### config.mk
export PLATFORM = sky130hd
export DESIGN_NAME = wide_store_seq
export DESIGN_NICKNAME = d
export VERILOG_FILES = /design/src/rtl/wss_pkg.sv /design/src/rtl/wss_decode.sv /design/src/rtl/wss_beat_ctr.sv /design/src/rtl/wss_datapath.sv /design/src/rtl/wide_store_seq.sv
export SDC_FILE = /design/constraint.sdc
export NUM_CORES = 1
export LEC_CHECK = 0
export ABC_AREA = 1
export CAP_MARGIN = 20
export CORE_UTILIZATION = 42
export DETAILED_ROUTE_END_ITERATION = 10
export GPL_TIMING_DRIVEN = 0
export HOLD_SLACK_MARGIN = 0.05
export PLACE_DENSITY_LB_ADDON = 0.15
export SKIP_CTS_REPAIR_TIMING = 1
export SLEW_MARGIN = 20
export SYNTH_ARGS = -nofsm -noshare
export SYNTH_HDL_FRONTEND = slang
export SYNTH_SLANG_ARGS = --single-unit
export TNS_END_PERCENT = 20
### constraint.sdc
create_clock -name clk -period 2 [get_ports clk]
set_input_delay 0.3 -clock clk [delete_from_list [all_inputs] [get_ports clk]]
set_output_delay 0.3 -clock clk [all_outputs]
set_load 0.02 [all_outputs]
### src/rtl/wss_pkg.sv
package wss_pkg;

  localparam logic [5:0] OPC_HALF  = 6'h29;
  localparam logic [5:0] OPC_WORD  = 6'h2B;
  localparam logic [5:0] OPC_QWORD = 6'h1F;
  localparam logic [5:0] OPC_DWORD = 6'h3F;

  localparam int ALIGN_W = 4;

  typedef enum logic [2:0] {
    K_NONE,
    K_HALF,
    K_WORD,
    K_DWORD,
    K_QWORD
  } st_kind_e;

  typedef enum logic {
    S_IDLE,
    S_WRITE
  } seq_state_e;

  // Low address bits that must be zero for each store class
  function automatic logic [ALIGN_W-1:0] align_mask(st_kind_e k);
    case (k)
      K_HALF:  return 4'b0001;
      K_WORD:  return 4'b0011;
      K_DWORD: return 4'b0111;
      K_QWORD: return 4'b1111;
      default: return 4'b0000;
    endcase
  endfunction

  // Index of the last write beat of a wide store
  function automatic logic [1:0] final_beat(st_kind_e k);
    case (k)
      K_DWORD: return 2'd1;
      K_QWORD: return 2'd3;
      default: return 2'd0;
    endcase
  endfunction

endpackage

### src/rtl/wss_decode.sv
module wss_decode
  import wss_pkg::*;
(
  input  logic [5:0]         opcode,
  input  logic [ALIGN_W-1:0] ea_lo,
  output st_kind_e           kind,
  output logic               wide,
  output logic               misaligned
);

  always_comb begin
    case (opcode)
      OPC_HALF:  kind = K_HALF;
      OPC_WORD:  kind = K_WORD;
      OPC_DWORD: kind = K_DWORD;
      OPC_QWORD: kind = K_QWORD;
      default:   kind = K_NONE;
    endcase
  end

  always_comb begin
    wide       = (kind == K_DWORD) || (kind == K_QWORD);
    misaligned = |(ea_lo & align_mask(kind));
  end

endmodule

### src/rtl/wss_beat_ctr.sv
module wss_beat_ctr
  import wss_pkg::*;
#(
  parameter int BEAT_W = 2
) (
  input  logic              clk,
  input  logic              rst_n,
  input  logic              start,
  input  logic [BEAT_W-1:0] last_in,
  output logic              busy,
  output logic [BEAT_W-1:0] beat,
  output logic              final_beat_o
);

  seq_state_e        state_q, state_d;
  logic [BEAT_W-1:0] beat_q, beat_d;
  logic [BEAT_W-1:0] last_q;
  logic              beat_en;

  assign busy         = (state_q == S_WRITE);
  assign beat         = beat_q;
  assign final_beat_o = busy && (beat_q == last_q);

  always_comb begin
    state_d = state_q;
    case (state_q)
      S_IDLE:  if (start) state_d = S_WRITE;
      S_WRITE: if (final_beat_o) state_d = S_IDLE;
      default: state_d = S_IDLE;
    endcase
  end

  always_comb begin
    beat_en = start || (busy && !final_beat_o);
    beat_d  = start ? '0 : beat_q + 1'b1;
  end

  always_ff @(posedge clk or negedge rst_n) begin
    if (!rst_n) begin
      state_q <= S_IDLE;
      beat_q  <= '0;
      last_q  <= '0;
    end else begin
      state_q <= state_d;
      if (beat_en) beat_q <= beat_d;
      if (start)   last_q <= last_in;
    end
  end

  AST_LAST_EXITS: assert property (@(posedge clk) disable iff (!rst_n)
    final_beat_o |=> !busy);
  AST_BEAT_ADVANCE: assert property (@(posedge clk) disable iff (!rst_n)
    (busy && !final_beat_o) |=> (busy && beat == $past(beat) + 1'b1));
  AST_START_AT_ZERO: assert property (@(posedge clk) disable iff (!rst_n)
    $rose(busy) |-> (beat == '0));

endmodule

### src/rtl/wss_datapath.sv
module wss_datapath #(
  parameter int ADDR_W = 32,
  parameter int DATA_W = 32,
  parameter int BEAT_W = 2
) (
  input  logic              clk,
  input  logic              rst_n,
  input  logic              capture,
  input  logic [ADDR_W-3:0] ea_word,
  input  logic [DATA_W-1:0] rt_val,
  input  logic              busy,
  input  logic [BEAT_W-1:0] beat,
  input  logic              last_beat,
  input  logic              fault_in,
  output logic [ADDR_W-1:0] mem_addr,
  output logic [DATA_W-1:0] mem_wdata,
  output logic              mem_we,
  output logic              retire,
  output logic              fault
);

  localparam int WIDX_W = ADDR_W - 2;

  logic [WIDX_W-1:0] base_q;
  logic [DATA_W-1:0] data_q;
  logic              fault_q;
  logic [WIDX_W-1:0] word_idx;

  always_ff @(posedge clk or negedge rst_n) begin
    if (!rst_n) begin
      base_q  <= '0;
      data_q  <= '0;
      fault_q <= 1'b0;
    end else begin
      if (capture) begin
        base_q <= ea_word;
        data_q <= rt_val;
      end
      fault_q <= fault_in;
    end
  end

  always_comb begin
    word_idx  = base_q + WIDX_W'(beat);
    mem_we    = busy;
    mem_addr  = busy ? {word_idx, 2'b00} : '0;
    mem_wdata = (busy && beat == '0) ? data_q : '0;
    retire    = last_beat;
    fault     = fault_q;
  end

  AST_ADDR_STEP: assert property (@(posedge clk) disable iff (!rst_n)
    (mem_we && !retire) |=> (mem_we && mem_addr == $past(mem_addr) + ADDR_W'(4)));
  AST_RETIRE_PULSE: assert property (@(posedge clk) disable iff (!rst_n)
    retire |=> !retire);
  AST_RETIRE_ON_WRITE: assert property (@(posedge clk) disable iff (!rst_n)
    retire |-> mem_we);
  AST_FAULT_QUIET: assert property (@(posedge clk) disable iff (!rst_n)
    fault |-> (!mem_we && !retire));
  AST_UPPER_ZERO: assert property (@(posedge clk) disable iff (!rst_n)
    (mem_we && $past(mem_we) && !$past(retire)) |-> (mem_wdata == '0));

endmodule

### src/rtl/wide_store_seq.sv
module wide_store_seq
  import wss_pkg::*;
#(
  parameter int ADDR_W = 32,
  parameter int DATA_W = 32,
  parameter int BEAT_W = 2
) (
  input  logic              clk,
  input  logic              rst_n,
  input  logic              issue_valid,
  input  logic [5:0]        opcode,
  input  logic [ADDR_W-1:0] ea,
  input  logic [DATA_W-1:0] rt_val,
  output logic [ADDR_W-1:0] mem_addr,
  output logic [DATA_W-1:0] mem_wdata,
  output logic              mem_we,
  output logic              retire,
  output logic              fault
);

  logic [1:0]        rst_sync_q;
  logic              rst_n_int;
  st_kind_e          kind;
  logic              wide;
  logic              misaligned;
  logic              busy;
  logic              last_beat;
  logic [BEAT_W-1:0] beat;
  logic              accept;
  logic              start;
  logic              fault_in;

  // Asynchronous assertion, synchronous release
  always_ff @(posedge clk or negedge rst_n) begin
    if (!rst_n) rst_sync_q <= 2'b00;
    else        rst_sync_q <= {rst_sync_q[0], 1'b1};
  end
  assign rst_n_int = rst_sync_q[1];

  wss_decode u_decode (
    .opcode     (opcode),
    .ea_lo      (ea[ALIGN_W-1:0]),
    .kind       (kind),
    .wide       (wide),
    .misaligned (misaligned)
  );

  always_comb begin
    accept   = issue_valid && !busy;
    start    = accept && wide && !misaligned;
    fault_in = accept && misaligned;
  end

  wss_beat_ctr #(.BEAT_W(BEAT_W)) u_ctr (
    .clk          (clk),
    .rst_n        (rst_n_int),
    .start        (start),
    .last_in      (BEAT_W'(final_beat(kind))),
    .busy         (busy),
    .beat         (beat),
    .final_beat_o (last_beat)
  );

  wss_datapath #(.ADDR_W(ADDR_W), .DATA_W(DATA_W), .BEAT_W(BEAT_W)) u_dp (
    .clk       (clk),
    .rst_n     (rst_n_int),
    .capture   (start),
    .ea_word   (ea[ADDR_W-1:2]),
    .rt_val    (rt_val),
    .busy      (busy),
    .beat      (beat),
    .last_beat (last_beat),
    .fault_in  (fault_in),
    .mem_addr  (mem_addr),
    .mem_wdata (mem_wdata),
    .mem_we    (mem_we),
    .retire    (retire),
    .fault     (fault)
  );

  AST_BUSY_BLOCKS_FAULT: assert property (@(posedge clk) disable iff (!rst_n_int)
    (issue_valid && busy) |=> !fault);
  AST_FAULT_NO_START: assert property (@(posedge clk) disable iff (!rst_n_int)
    fault |-> !$rose(mem_we));

endmodule

* Word level (Yosys, flattened, before mapping)
Cells that the tools add are included.
W data, S select, Z words.
** Storage, ports and cells
- Flip-flop bits (word level) :: 70
- Bits in latches :: 0
- Memory bits (writable) :: 0
- Memory bits (read-only) :: 0
- Output and inout bits :: 67
- Logic and storage cells :: 43
- Memories kept :: 0
** Operators by class
- Add/subtract/negate cells :: 2
- Multiply operators :: 0
- Div/mod/pow operators :: 0
- Magnitude comparators :: 0
- Equal/unequal tests :: 9
- Shifts and indexed selects :: 0
- Mux-type cells :: 9
- Bitwise gates (word level) :: 2
- Reduce and logical (&&, ||, !) cells :: 14
** Operators by type and width (count)
- $mux W32 :: 2
- $add A30 B2 Y30 :: 1
- $eq A6 B6 Y1 const B :: 3
- $pmux W4 S4 :: 1
- $pmux W3 S4 :: 1
- $logic_and A1 B1 Y1 :: 7
- $eq A3 B2 Y1 const B :: 2
- $eq A6 B5 Y1 const B :: 1
- $and A4 B4 Y4 :: 1
- $pmux W2 S2 :: 1
- $reduce_or A4 Y1 :: 1
- $eq A3 B1 Y1 const B :: 1
- $eq A3 B3 Y1 const B :: 1
- $logic_not A1 Y1 :: 3
- $add A2 B1 Y2 const B :: 1
- $eq A2 B2 Y1 :: 1
- $logic_not A2 Y1 :: 1
- $logic_or A1 B1 Y1 :: 2
- $mux W1 :: 2
- $mux W2 :: 1
- $pmux W1 S2 :: 1
- $not A1 Y1 :: 1

* Logic depth before layout (Yosys ltp)
- Depth after elaboration :: 10
- Gate-level depth with buffers :: 11
- Gate-level depth less buffers :: 10

* Modules after synthesis
Synthesis repeated with hierarchy kept, for this count alone.
** Unflattened totals
- Cells, all modules :: 572
- Area, all modules :: 3996.3 um2
** By module, submodules not included
- wss_datapath :: instances 1, cells an instance 492, area an instance 3504.6 um2
- wss_beat_ctr :: instances 1, cells an instance 30, area an instance 244.0 um2
- wss_decode :: instances 1, cells an instance 35, area an instance 147.6 um2
- wide_store_seq :: instances 1, cells an instance 15, area an instance 100.1 um2

* Worst setup path before layout
Ideal clock, no wire load.
- Path kind :: reg-to-output
- Start :: register u_ctr.beat_q[0], in the netlist u_ctr.beat[0]
- End :: output port mem_addr[30]
- Arrival time :: 1.831 ns
- Required time :: 1.700 ns
- Setup slack :: -0.131 ns
- Stages on the path, launching flop included :: 11
- Path buffers :: 0
- Cell sequence :: dfrtp_1 -> ha_1 -> fa_1 -> nand2_1 -> nor2_1 -> inv_1 -> nor2_1 -> nand2_1 -> nand2_1 -> nand2_1 -> nor2_1
** On the way
- Longest elaborated chain between the ends :: 2
** Ends and longest elaborated chain
- start, declared :: line wss_beat_ctr.sv:16 : logic [BEAT_W-1:0] beat_q, beat_d;
- start signal, assigned :: line wss_beat_ctr.sv:45 : if (beat_en) beat_q <= beat_d;
- $add A30 B2 Y30 :: line wss_datapath.sv:44 : word_idx = base_q + WIDX_W'(beat);
- $mux W32 :: line wss_datapath.sv:46 : mem_addr = busy ? {word_idx, 2'b00} : '0;
- end, declared :: line wide_store_seq.sv:14 : output logic [ADDR_W-1:0] mem_addr,
Every way passes these cells.

* Worst setup path in the final report
- Start :: register u_ctr.beat_q[1], in the netlist u_ctr.beat[1]
- End :: output port mem_addr[31]
Same word-level chain as after synthesis.

==> run_results.csv <==
group,metric,value,unit
timing,hold_viol,0,
drt,antenna_left,0,
critical_path,ff2ff_setup_slack,0.28,ns
timing,rsz0062_at_grt,"true",
die,initial_core_util,0.4345,
die,die_area,0.01052,mm²
final_layout,diodes,0,
power,power.density,708.5,mW/mm²
critical_path,r2r_cells,6,
timing,fmax,0.4144,GHz
clock_network,clock-sinks,70,
synthesis,yosysSeqAreaShare,0.4125,
drt,viasPerCell,4.901,
timing,worst_pin_slew,0.5201,ns
final_layout,design_area,0.006151,mm²
drt,wire_per_inst,13.55,µm
global_routing,antenna_found_initial,0,
critical_path,cp-start-kind,"register",
synthesis,synthDominantCellAreaShare,0.4125,
critical_path,path_max_fanout,5,
clock_network,clkTransAtPathRegs,0.08,ns
critical_path,path_class,"reg -> out",
drt,dr_total_vias,4597,
clock_network,clock_latency,0.34,ns
critical_path,endpoint,"mem_addr[31]",
clock_network,htreeDepth,3,
synthesis,synth_area,0.004247,mm²
critical_path,r2r-end,"u_dp.base_q[12]",
final_layout,drive_gt1_frac,0.1814,
timing,slew_viol_final,0,
timing,slew_headroom,0.6533,
clock_network,cts_buffers,9,
placed_design,placed_area,0.005829,mm²
die,die_w,102.6,µm
hold_path,hp-class,"in -> async",
drt,dr.first_iter.drc_count,186,
critical_path,crit_required,1.70,ns
timing,finalClockSkew,0.01211,ns
synthesis,syn_avg_cell_area,6.677,µm²
clock_network,cts_tree,"yes",
clock_network,clockRootBuffer,"clkbuf_8",
drt,firstDrtPassIters,4,
placed_design,place_congestion,0.8500,
synthesis,synthCells,636,
global_routing,grt.overflow.total,0,
synthesis,ys_ff_latch,70,
timing,layout_worst_path_cycle_share,1.207,
clock_network,clockBufferDepth,2,
final_layout,synthToLayoutAreaGrowth,44.84,%
synthesis,synth_cell_types,25,
global_routing,grt_pass1_wl,20290,µm
timing,setup_ws,-0.4130,ns
placed_design,portBuffers,137,
timing,timing.final.crit_period,2.413,ns
drt,wl,12710,µm
synthesis,synth_area_leaders,"dfrtp_1 (41%), nand2_1 (21%), nand4_1 (9.6%), nor2_1 (9.4%), inv_1 (5.9%)",
timing,tns,-9.418,ns
run_status,outcome,"finished, violations left",
placed_design,pre_cts_ws,-0.9446,ns
die,rows,36,
critical_path,endpoint_kind,"primary output",
global_routing,grt_max_degree,58,
final_layout,fin_nets,877,
final_layout,fin_util,0.6293,
timing,setup_viol,51,
placed_design,dp.final_hpwl,9724,µm
power,p_total,4.358,mW
run_status,violations,"negative setup slack",
global_routing,first_global_vias,4267,
power,vdd.ir_drop.worst,0.3759,mV
synthesis,yosys_warnings,0,
job,max_cap_viol_count,0,
critical_path,startpoint,"u_ctr.beat[1]",
die,core-area,0.009774,mm²
die,die_h,102.6,µm
synthesis,synth_top_area_cell,"dfrtp_1",
power,leakagePower,3.037,nW
critical_path,timing.rr.start,"u_ctr.busy",
critical_path,cp.arrival,2.11,ns
die,io_pins,140,
global_routing,grt_use_total,0.2500,
drt,drc_errors,0,
## state kept, by name, summed over array words and instances, names as in the netlist
name,count
u_dp.base_q,30
u_ctr.beat,2
u_ctr.last_q,2
u_dp.fault,1
u_dp.data_q,32
rst_sync_q,2
u_ctr.busy,1
## critical path: stages, from the launching register on
cell and delay [ns]:
dfrtp_2 0.46, ha_4 0.30, nand2_4 0.05, nand2_4 0.07, nand4_1 0.18, nor2_2 0.23, nand2_1 0.07, nand2_1 0.07
nand2_1 0.05, nor2_2 0.15, buf_6 0.14
## synthesized netlist by cell type (all sizes together)
cell      n
inv      68
nor2    107
xor2      2
o21ai     7
a21o      1
fa        1
nand3    18
ha        3
a21boi    1
xnor2     8
conb      2
nand2   240
buf      16
clkbuf   19
a21oi     7
nand4    65
a31oi     1
dfrtp    70
## cell usage in the layout (no fill, tap or decap), drive strengths merged
master / count
clkbuf: 55
nand4: 65
nor2: 107
conb: 3
xor2: 2
a21boi: 1
clkinv: 1
clkdlybuf4s50: 76
inv: 68
dlymetal6s2s: 5
buf: 62
clkinvlp: 1
bufinv: 3
a21oi: 7
nand2: 240
dfrtp: 70
a31oi: 1
a21o: 1
nand3: 18
o21ai: 7
fa: 1
xnor2: 8
ha: 3
## where the power goes
part	internal, mW	total, mW	switching [mW]
registers	1.68	1.95	0.279
clock network	0.866	1.40	0.539
logic	0.481	0.999	0.519
total	3.02	4.36	1.34
## per-stage QoR
stage          cells  hold slack (ns)
5_1_grt          938          0.09806
4_1_cts          924          0.09663
3_5_place_dp     908           0.1780
2_1_floorplan    637         0.004409
6_report         938           0.1126
3_3_place_gp     907           0.3375
## kinds of logic (layout without fill, tap and decap cells)
logic type,Yosys count,in the layout,share of synthesized area
simple gates,430,430,0.4272
other cells,2,3,0.001768
buf+inv,103,271,0.1028
fa+ha+maj,4,4,0.01355
flops,70,70,0.4125
compound gates,17,17,0.02151
xor+xnor,10,10,0.02063
## area by class of cell
class                           instances  area (µm²)
Sequential cell                        70        1765
Multi-Input combinational cell        464        2205
Tap cell                              133       166.4
Fill cell                             931        3623
Clock inverter                          5       106.4
Clock buffer                           11       141.4
Timing Repair Buffer                  152        1326
Inverter                               68       255.2
Buffer                                 35       185.2
## per-layer routing
| metal | GRT usage | wire length, µm |
|---|---|---|
| met1 | 0.3383 | 5598 |
| met2 | 0.4108 | 6251 |
| met3 | 0.05424 | 704 |
| met5 | 0 | 0 |
| met4 | 0.05714 | 157 |
## how the worst min path moves through the flow
stage	cells past startpoint	to	slack (ns)	start
final	1	rst_sync_q[1]	0.11	rst_n
after global routing	1	rst_sync_q[1]	0.1	rst_n
after CTS	1	rst_sync_q[0]	0.1	rst_n
after detailed placement	0	u_dp.data_q[3]	0.18	rst_sync_q[1]
after global placement	0	rst_sync_q[1]	0.34	rst_sync_q[0]
after floorplan	0	rst_sync_q[0]	0.004	rst_n
(Power assumes the default switching activity.)
